<file path="config.mk">
export PLATFORM = sky130hd
export DESIGN_NAME = swp_engine
export DESIGN_NICKNAME = d
export VERILOG_FILES = /design/src/rtl/swp_pkg.sv /design/src/rtl/swp_decoder.sv /design/src/rtl/swp_sequencer.sv /design/src/rtl/swp_datapath.sv /design/src/rtl/swp_engine.sv
export SDC_FILE = /design/constraint.sdc
export NUM_CORES = 1
export LEC_CHECK = 0
export ABC_AREA = 1
export BUFFER_PORTS_ARGS = -buffer_cell sky130_fd_sc_hd__buf_4
export CAP_MARGIN = 0
export CORE_ASPECT_RATIO = 0.6
export CORE_MARGIN = 2
export CORE_UTILIZATION = 27
export CTS_CLUSTER_DIAMETER = 40
export CTS_CLUSTER_SIZE = 28
export DETAILED_ROUTE_END_ITERATION = 16
export PLACE_DENSITY_LB_ADDON = 0.12
export SYNTH_ARGS = -nofsm -noshare
export SYNTH_HDL_FRONTEND = slang
export SYNTH_SLANG_ARGS = --single-unit
</file>
<file path="constraint.sdc">
create_clock -name clk -period 2 [get_ports clk]
set_input_delay 0.1 -clock clk [delete_from_list [all_inputs] [get_ports clk]]
set_output_delay 0.1 -clock clk [all_outputs]
set_load 0.005 [all_outputs]
</file>
<file path="src/rtl/swp_pkg.sv">
package swp_pkg;

    localparam int INSTR_W   = 32;
    localparam int REG_IDX_W = 4;
    localparam int COND_W    = 4;
    localparam int LANE_W    = 8;

    // fixed opcode fragments that identify the exchange instruction
    localparam logic [4:0] OPC_UPPER = 5'b00010;
    localparam logic [1:0] OPC_PAD   = 2'b00;
    localparam logic [7:0] OPC_LOWER = 8'b0000_1001;

    typedef enum logic [1:0] {
        ST_IDLE   = 2'd0,
        ST_READ   = 2'd1,
        ST_WRITE  = 2'd2,
        ST_FINISH = 2'd3
    } swp_state_e;

    typedef struct packed {
        logic                 hit;
        logic                 byte_op;
        logic [COND_W-1:0]    cond;
        logic [REG_IDX_W-1:0] base_reg;
        logic [REG_IDX_W-1:0] dst_reg;
        logic [REG_IDX_W-1:0] src_reg;
    } swp_decode_t;

    typedef struct packed {
        logic req;
        logic we;
        logic lock;
        logic nocache;
        logic cache_upd;
    } swp_bus_ctl_t;

    function automatic swp_decode_t swp_decode(input logic [INSTR_W-1:0] w);
        swp_decode_t d;
        d.hit      = (w[27:23] == OPC_UPPER) &&
                     (w[21:20] == OPC_PAD)   &&
                     (w[11:4]  == OPC_LOWER);
        d.byte_op  = w[22];
        d.cond     = w[31:28];
        d.base_reg = w[19:16];
        d.dst_reg  = w[15:12];
        d.src_reg  = w[3:0];
        return d;
    endfunction

endpackage

</file>
<file path="src/rtl/swp_decoder.sv">
module swp_decoder
    import swp_pkg::*;
(
    input  logic [INSTR_W-1:0] instr,
    output swp_decode_t        dec
);

    always_comb begin
        dec = swp_decode(instr);
    end

endmodule

</file>
<file path="src/rtl/swp_sequencer.sv">
module swp_sequencer
    import swp_pkg::*;
(
    input  logic         clk,
    input  logic         rst,
    input  logic         start,
    input  logic         mem_ready,
    input  logic         mem_abort,
    output swp_bus_ctl_t bus,
    output logic         busy,
    output logic         done,
    output logic         wb_en,
    output logic         load_rd
);

    swp_state_e state_q, state_d;
    logic       fail_q, fail_d;

    always_comb begin
        state_d = state_q;
        fail_d  = fail_q;
        unique case (state_q)
            ST_IDLE: begin
                if (start) begin
                    state_d = ST_READ;
                    fail_d  = 1'b0;
                end
            end
            ST_READ: begin
                if (mem_ready) begin
                    if (mem_abort) begin
                        state_d = ST_FINISH;
                        fail_d  = 1'b1;
                    end else begin
                        state_d = ST_WRITE;
                    end
                end
            end
            ST_WRITE: begin
                if (mem_ready) begin
                    state_d = ST_FINISH;
                    fail_d  = mem_abort;
                end
            end
            ST_FINISH: begin
                state_d = ST_IDLE;
            end
            default: state_d = ST_IDLE;
        endcase
    end

    always_ff @(posedge clk) begin
        if (rst) begin
            state_q <= ST_IDLE;
            fail_q  <= 1'b0;
        end else begin
            state_q <= state_d;
            fail_q  <= fail_d;
        end
    end

    always_comb begin
        bus.req       = (state_q == ST_READ) || (state_q == ST_WRITE);
        bus.we        = (state_q == ST_WRITE);
        bus.lock      = bus.req;
        bus.nocache   = (state_q == ST_READ);
        bus.cache_upd = (state_q == ST_WRITE);
        busy          = (state_q != ST_IDLE);
        done          = (state_q == ST_FINISH);
        wb_en         = (state_q == ST_FINISH) && !fail_q;
        load_rd       = (state_q == ST_READ) && mem_ready && !mem_abort;
    end

endmodule

</file>
<file path="src/rtl/swp_datapath.sv">
module swp_datapath
    import swp_pkg::*;
#(
    parameter int DATA_W = 32
) (
    input  logic                 clk,
    input  logic                 rst,
    input  logic                 start,
    input  logic                 byte_op,
    input  logic [REG_IDX_W-1:0] dst_reg,
    input  logic [DATA_W-1:0]    base_data,
    input  logic [DATA_W-1:0]    src_data,
    input  logic                 load_rd,
    input  logic [DATA_W-1:0]    mem_rdata,
    output logic [DATA_W-1:0]    mem_addr,
    output logic [DATA_W-1:0]    mem_wdata,
    output logic                 mem_byte,
    output logic [REG_IDX_W-1:0] rd_idx,
    output logic [DATA_W-1:0]    rd_wdata
);

    localparam int LANES = DATA_W / LANE_W;

    logic [DATA_W-1:0]    addr_q;
    logic [DATA_W-1:0]    store_q;
    logic                 byte_q;
    logic [REG_IDX_W-1:0] dst_q;
    logic [DATA_W-1:0]    result_q;
    logic [DATA_W-1:0]    lane_rep;
    logic [DATA_W-1:0]    fetched;

    // operands are frozen at acceptance so a later register update cannot leak in
    always_ff @(posedge clk) begin
        if (rst) begin
            addr_q  <= '0;
            store_q <= '0;
            byte_q  <= 1'b0;
            dst_q   <= '0;
        end else if (start) begin
            addr_q  <= base_data;
            store_q <= src_data;
            byte_q  <= byte_op;
            dst_q   <= dst_reg;
        end
    end

    genvar g;
    generate
        for (g = 0; g < LANES; g++) begin : g_lane
            assign lane_rep[g*LANE_W +: LANE_W] = store_q[LANE_W-1:0];
        end
    endgenerate

    always_comb begin
        if (byte_q) begin
            fetched = {{(DATA_W-LANE_W){1'b0}}, mem_rdata[LANE_W-1:0]};
        end else begin
            fetched = mem_rdata;
        end
    end

    always_ff @(posedge clk) begin
        if (rst) begin
            result_q <= '0;
        end else if (load_rd) begin
            result_q <= fetched;
        end
    end

    assign mem_addr  = addr_q;
    assign mem_wdata = byte_q ? lane_rep : store_q;
    assign mem_byte  = byte_q;
    assign rd_idx    = dst_q;
    assign rd_wdata  = result_q;

endmodule

</file>
<file path="src/rtl/swp_engine.sv">
module swp_engine
    import swp_pkg::*;
#(
    parameter int DATA_W = 32
) (
    input  logic                 clk,
    input  logic                 rst,
    input  logic                 issue_valid,
    input  logic [INSTR_W-1:0]   instr,
    input  logic                 cond_pass,
    output logic [COND_W-1:0]    cond_field,
    output logic [REG_IDX_W-1:0] base_idx,
    output logic [REG_IDX_W-1:0] src_idx,
    input  logic [DATA_W-1:0]    base_data,
    input  logic [DATA_W-1:0]    src_data,
    output logic                 swp_hit,
    output logic                 busy,
    output logic                 done,
    output logic                 rd_we,
    output logic [REG_IDX_W-1:0] rd_idx,
    output logic [DATA_W-1:0]    rd_wdata,
    output logic                 mem_req,
    output logic                 mem_we,
    output logic                 mem_byte,
    output logic [DATA_W-1:0]    mem_addr,
    output logic [DATA_W-1:0]    mem_wdata,
    input  logic [DATA_W-1:0]    mem_rdata,
    input  logic                 mem_ready,
    input  logic                 mem_abort,
    output logic                 mem_lock,
    output logic                 mem_nocache,
    output logic                 mem_cache_upd
);

    swp_decode_t  dec;
    swp_bus_ctl_t bus;
    logic         start;
    logic         load_rd;

    swp_decoder u_dec (
        .instr (instr),
        .dec   (dec)
    );

    assign start = issue_valid && dec.hit && cond_pass && !busy;

    swp_sequencer u_seq (
        .clk       (clk),
        .rst       (rst),
        .start     (start),
        .mem_ready (mem_ready),
        .mem_abort (mem_abort),
        .bus       (bus),
        .busy      (busy),
        .done      (done),
        .wb_en     (rd_we),
        .load_rd   (load_rd)
    );

    swp_datapath #(.DATA_W(DATA_W)) u_dp (
        .clk       (clk),
        .rst       (rst),
        .start     (start),
        .byte_op   (dec.byte_op),
        .dst_reg   (dec.dst_reg),
        .base_data (base_data),
        .src_data  (src_data),
        .load_rd   (load_rd),
        .mem_rdata (mem_rdata),
        .mem_addr  (mem_addr),
        .mem_wdata (mem_wdata),
        .mem_byte  (mem_byte),
        .rd_idx    (rd_idx),
        .rd_wdata  (rd_wdata)
    );

    assign cond_field    = dec.cond;
    assign base_idx      = dec.base_reg;
    assign src_idx       = dec.src_reg;
    assign swp_hit       = dec.hit;
    assign mem_req       = bus.req;
    assign mem_we        = bus.we;
    assign mem_lock      = bus.lock;
    assign mem_nocache   = bus.nocache;
    assign mem_cache_upd = bus.cache_upd;

endmodule

</file>
After elaboration in Yosys (flattened, before gate mapping)
Index checks and enable logic that the tools add are counted.

Eq/ne operators: 9. Reduce and logical (&&, ||, !) cells: 18. Muxes and demuxes: 12.

Operators with widths (count): 2-to-1 mux 32 bit (2); == test 8 x 4 -> 1 bit (second input constant) (1); logical AND 1 bit (8); inequality test 2 bit (second input constant) (4); case mux 2 bit (4 select lines) (1); 2-to-1 mux 2 bit (3); == test 5 x 2 -> 1 bit (second input constant) (1); 2-to-1 mux 1 bit (5); AND reduction 5 bit (1); == test 2 bit (second input constant) (2); zero test 2 bit (2); zero test 1 bit (3); case mux 1 bit (3 select lines) (1); AND reduction 3 bit (1); nonzero test 3 bit (1); == test 2 x 1 -> 1 bit (second input constant) (1); nonzero test 2 bit (1); logical OR 1 bit (1).

Input bits: 134. Register bits after elaboration: 104. Output and inout port bits: 122. Logic and storage cells: 46.

Logic depth before layout (Yosys ltp)
Depth after elaboration: 8. Depth in mapped cells: 10. Mapped depth without buffers: 10.

Modules after synthesis
Synthesis repeated with hierarchy kept, for this count alone.

Cells, all modules: 603. Area, all modules: 4481.8 sq um.

Modules (own cells, without submodules): swp_datapath (area an instance 3920.0 sq um, seq. area each 2021.9 sq um, times used 1, cells an instance 510); swp_sequencer (area an instance 322.8 sq um, seq. area each 60.1 sq um, times used 1, cells an instance 47); swp_decoder (area an instance 221.5 sq um, seq. area each 0.0 sq um, times used 1, cells an instance 42); swp_engine (area an instance 17.5 sq um, seq. area each 0.0 sq um, times used 1, cells an instance 4).

Least setup slack after synthesis
No wires, ideal clock.

Path type: reg-to-reg. From: register u_seq.state_q[0]. To: register u_dp.store_q[15]. Slack: 0.569 ns. Required time: 1.883 ns. Data arrival time: 1.314 ns. Cell stages (with the launch flop): 9. Setup time: 0.117 ns. Period minus slack after synthesis: 1.431 ns. Path buffers: 2. Cell sequence: dfxtp_1 > inv_1 > ha_1 > inv_1 > nor2_2 > buf_4 > buf_6 > o21ai_0 > nor2_1.

Longest elaborated chain between the ends: 3.

RTL lines: start: declaration (line swp_sequencer.sv:16) `swp_state_e state_q, state_d;`; start signal: assignment (line swp_sequencer.sv:57) `state_q <= state_d;`; nonzero test 2 bit (line swp_sequencer.sv:68) `busy = (state_q != ST_IDLE);`; via busy (line swp_engine.sv:17) `output logic busy,`; zero test 1 bit (line swp_engine.sv:45) `assign start = issue_valid && dec.hit && cond_pass && !busy;`; logical AND 1 bit (line swp_engine.sv:45); end signal: assignment (line swp_datapath.sv:41) `store_q <= src_data;`; end: declaration (line swp_datapath.sv:25) `logic [DATA_W-1:0] store_q;`.

The timed path passes the listed nets, and every way through them passes these cells. A chain may end at the register's enable or synchronous reset.

Worst setup path in the final report
From: register u_seq.state_q[0]. To: register u_dp.addr_q[13], in the netlist u_dp.mem_addr[13].

Longest elaborated chain between the ends: 3.

RTL lines: nonzero test 2 bit (line swp_sequencer.sv:68); zero test 1 bit (line swp_engine.sv:45); logical AND 1 bit (line swp_engine.sv:45); end signal: assignment (line swp_datapath.sv:40) `addr_q <= base_data;`; end: declaration (line swp_datapath.sv:24) `logic [DATA_W-1:0] addr_q;`.

Every way passes these cells.

==> impl_metrics.prom <==
# TYPE chip_impl_metric gauge
chip_impl_info{name="run_status",value="finished, final reports clean"} 1
chip_impl_metric{name="synth.yosys.warnings",unit=""} 0
chip_impl_metric{name="post-place-ws",unit="ns"} 0.418
chip_impl_metric{name="design_area",unit="mm^2"} 0.00708
chip_impl_metric{name="timing.final.setup_violations",unit=""} 0
chip_impl_metric{name="timing.critical_path.required",unit="ns"} 2.23
chip_impl_info{name="worst_path_most_repeated_cell",value="inv_1"} 1
chip_impl_metric{name="p_per_area",unit="mW/mm^2"} 673
chip_impl_metric{name="clock_skew",unit="ns"} 0.00931
chip_impl_info{name="timing.rr.start",value="u_seq.state_q[0]"} 1
chip_impl_metric{name="cpPeakStageDelay",unit="ns"} 0.43
chip_impl_metric{name="number_of_sinks_on_the_clock_net",unit=""} 104
chip_impl_metric{name="via_per_inst",unit=""} 4.44
chip_impl_info{name="critical_path_top_delay_cell",value="dfxtp_1"} 1
chip_impl_info{name="holdPathEnd",value="u_dp.rd_wdata[1]"} 1
chip_impl_metric{name="placementRows",unit=""} 35
chip_impl_info{name="synth_top_cells_by_area",value="dfxtp_1, nor2_1, o21ai_0"} 1
chip_impl_info{name="hp-start",value="mem_rdata[1]"} 1
chip_impl_metric{name="detail_route.first_pass.iterations",unit=""} 4
chip_impl_metric{name="place.gp.congestion",unit=""} 0.794
chip_impl_metric{name="yosysUniqueCellTypes",unit=""} 22
chip_impl_metric{name="timing.hold.worst_path_depth",unit=""} 3
chip_impl_metric{name="post-route-drc-count",unit=""} 0
chip_impl_metric{name="power.ir.vdd_worst",unit="mV"} 0.475
chip_impl_metric{name="die_w",unit="um"} 166
chip_impl_info{name="min-delay-path-class",value="primary input to register"} 1
chip_impl_metric{name="worst_skew_pair.late_latency",unit="ns"} 0.34
chip_impl_metric{name="overflow_left_after_global_routing",unit=""} 0
chip_impl_metric{name="level_count_of_the_clock_h_tree",unit=""} 3
chip_impl_metric{name="io_buffers",unit=""} 231
chip_impl_info{name="endpoint_kind",value="register"} 1
chip_impl_metric{name="start_util",unit=""} 0.277
chip_impl_metric{name="timing_worst_slew_pin_value",unit="ns"} 0.544
chip_impl_metric{name="finalSetupTns",unit="ns"} 0
chip_impl_metric{name="worstPathArrival",unit="ns"} 1.82
chip_impl_metric{name="max_freq",unit="MHz"} 627
chip_impl_info{name="regToRegEndpoint",value="u_dp.mem_addr[13]"} 1
chip_impl_metric{name="synth_sequential_area_ratio",unit=""} 0.488
chip_impl_metric{name="final-seq-area",unit="mm^2"} 0.00208
chip_impl_info{name="worstSetupStartpointType",value="register"} 1
chip_impl_metric{name="timing.final.crit_share",unit=""} 0.798
chip_impl_metric{name="detail_route.iter0.violations",unit=""} 271
chip_impl_metric{name="path_clk_slew",unit="ns"} 0.07
chip_impl_metric{name="netlist.area_leader.share",unit=""} 0.488
chip_impl_metric{name="synthesis.area",unit="mm^2"} 0.00427
chip_impl_metric{name="design.core.area",unit="mm^2"} 0.0154
chip_impl_metric{name="wirelength",unit="um"} 14800
chip_impl_metric{name="layout-drive-gt1-share",unit=""} 0.305
chip_impl_metric{name="postCtsResizedCells",unit=""} 0
chip_impl_metric{name="routed_length_per_instance",unit="um"} 13.9
chip_impl_metric{name="die_height",unit="um"} 101
chip_impl_info{name="cp_cell_sequence",value="inv_1, ha_1, inv_1, nor2_4, buf_4, o21ai_0, nor2_1"} 1
chip_impl_metric{name="globalRouteTotalUtil",unit=""} 0.172
chip_impl_metric{name="vias",unit=""} 4713
chip_impl_metric{name="drtAntennaViolNets",unit=""} 0
chip_impl_metric{name="report.final.slew_viol_count",unit=""} 0
chip_impl_info{name="criticalPathCategory",value="register to register"} 1
chip_impl_metric{name="final-hold-violation-count",unit=""} 0
chip_impl_metric{name="netlist_instances",unit=""} 590
chip_impl_metric{name="path_buf_inv",unit=""} 3
chip_impl_metric{name="reg2regPathDepth",unit=""} 7
chip_impl_metric{name="drv.max_cap_violation_count",unit=""} 0
chip_impl_info{name="mostFrequentLayoutCell",value="buf_4"} 1
chip_impl_metric{name="nFillCells",unit=""} 1588
chip_impl_metric{name="dieArea",unit="mm^2"} 0.0169
chip_impl_info{name="yosysTopAreaCell",value="dfxtp_1"} 1
chip_impl_info{name="critical_path.top_delay_family",value="buffers and inverters"} 1
chip_impl_metric{name="tritoncts.num_buffers",unit=""} 9
chip_impl_metric{name="number_of_antenna_violations_at_the_first_check_in_global_routing",unit=""} 0
chip_impl_metric{name="layout.nets",unit=""} 992
chip_impl_metric{name="multi_input_area",unit="mm^2"} 0.00180
chip_impl_info{name="unrepaired_setup_endpoints_after_global_routing",value="no"} 1
chip_impl_metric{name="syn_to_final_growth",unit="%"} 65.9
chip_impl_metric{name="dp_hpwl",unit="um"} 10300
chip_impl_metric{name="clock_tree_buffer_depth",unit=""} 2
chip_impl_metric{name="synth.avg_cell_area",unit="um^2"} 7.23
chip_impl_metric{name="max-slew-margin-rel",unit=""} 0.637
chip_impl_metric{name="insertedDiodeCount",unit=""} 0
chip_impl_info{name="clock-root-buffer",value="clkbuf_16"} 1
chip_impl_metric{name="p_leak",unit="nW"} 3.35
chip_impl_metric{name="power.total",unit="mW"} 4.76
chip_impl_metric{name="synth_fp_nets",unit=""} 728
chip_impl_metric{name="number_of_global_route_vias_before_repair",unit=""} 4665
chip_impl_metric{name="dpl_cell_area",unit="mm^2"} 0.00605
chip_impl_info{name="cts_tree",value="built"} 1
chip_impl_metric{name="final.min_clock_period",unit="ns"} 1.60
chip_impl_metric{name="yosys_register_bits",unit=""} 104
chip_impl_info{name="mostFrequentLayoutCells",value="buf_4, nor2_1, dfxtp_1"} 1
chip_impl_metric{name="critical_path_peak_fanout",unit=""} 22
chip_impl_metric{name="worst_slack",unit="ns"} 0.404
chip_impl_metric{name="io-pin-count",unit=""} 256
chip_impl_metric{name="grt_first_pass_wirelength",unit="um"} 23600
chip_impl_metric{name="r2r_setup_slack",unit="ns"} 0.40
chip_impl_metric{name="pin_count_of_the_biggest_net_entering_global_routing",unit=""} 48
==> sequential cells by signal (all words and copies together) (netlist names) <==
name / count
u_dp.mem_addr: 32
u_dp.rd_wdata: 32
u_dp.store_q: 32
u_dp.rd_idx: 4
u_seq.state_q: 2
u_dp.mem_byte: 1
u_seq.fail_q: 1
==> cells by family (layout without fill, tap and decap cells) <==
family | after synthesis | count (layout) | share of synthesized area
AO/OA/AOI/OAI | 107 | 107 | 0.127
adder cells (fa/ha/maj) | 4 | 4 | 0.0117
buffers and inverters | 75 | 343 | 0.0930
flip-flops | 104 | 104 | 0.488
AND/OR/NAND/NOR | 300 | 300 | 0.280
==> per-stage QoR <==
| stage | cells | utilization | hold slack, ns |
|---|---|---|---|
| after floorplan | 590 | - | 0.221 |
| after global placement | 976 | 0.393 | 0.200 |
| after detailed placement | 976 | 0.393 | 0.200 |
| after CTS | 1061 | 0.459 | 0.00508 |
| after global routing | 1061 | 0.459 | 0.00997 |
| final | 1061 | 0.459 | 0.0207 |
==> worst reg2reg max path, delay by kind of cell, from the launching register on <==
family	cells	cell delay, ns
compound gates	1	0.19
fa+ha+maj	1	0.27
buf+inv	3	0.46
simple gates	2	0.13
flops	1	0.43
==> per-layer routing <==
layer,track usage,vias to the layer above,routed length (um)
li1,-,2387,-
met1,0.222,2158,6980
met2,0.282,141,6630
met3,0.0504,27,894
met4,0.0497,0,242
met5,0,-,0
==> what timing repair did <==
item                       4_1_cts  5_1_grt
hold endpoints to repair        70        0
setup buffers                    0        0
setup endpoints to repair        0        0
hold buffers                    70        0
==> layout make-up <==
class                   instances  share of cell area
clock inverters                 5              0.0122
clock buffers                  10              0.0338
multi-input cells             411               0.254
inverters                      16             0.00849
flip-flops and latches        104               0.294
repair buffers                312               0.361
well taps                     203              0.0359
==> cell usage after synthesis <==
cell and instances:
nand3_1 30, a21oi_1 27, clkbuf_1 24, ha_1 4
or3_4 1, nand4_2 1, nand3b_1 1, nand4_1 2
buf_1 4, o211ai_1 1, dfxtp_1 104, inv_1 16
o21ai_1 5, o21ai_0 73, buf_2 5, nand2_1 94
buf_6 3, buf_4 23, nor2_1 168, nor4_1 1
nor2_2 2, o21bai_1 1
==> worst max path at each step <==
| stage | start | end | slack (ns) | cells past startpoint |
|---|---|---|---|---|
| finish | u_seq.state_q[0] | u_dp.mem_addr[13] | 0.40 | 7 |
| global route | u_seq.state_q[0] | u_dp.rd_wdata[21] | 0.21 | 6 |
| CTS | u_seq.state_q[0] | u_dp.mem_addr[8] | 0.39 | 7 |
| detailed placement | u_seq.state_q[0] | u_dp.mem_addr[11] | 0.42 | 7 |
| global placement | u_seq.state_q[0] | u_dp.mem_addr[16] | 0.48 | 7 |
| floorplan | u_seq.state_q[0] | u_dp.store_q[15] | 0.57 | 8 |
==> report_power, final <==
group          total, mW  leakage, nW  switching, mW  internal [mW]
Combinational      0.666         2.36          0.273          0.393
Clock               1.95        0.160          0.806           1.14
Sequential          2.15        0.837         0.0337           2.12
Note: power is estimated with default switching activity, not from simulation.
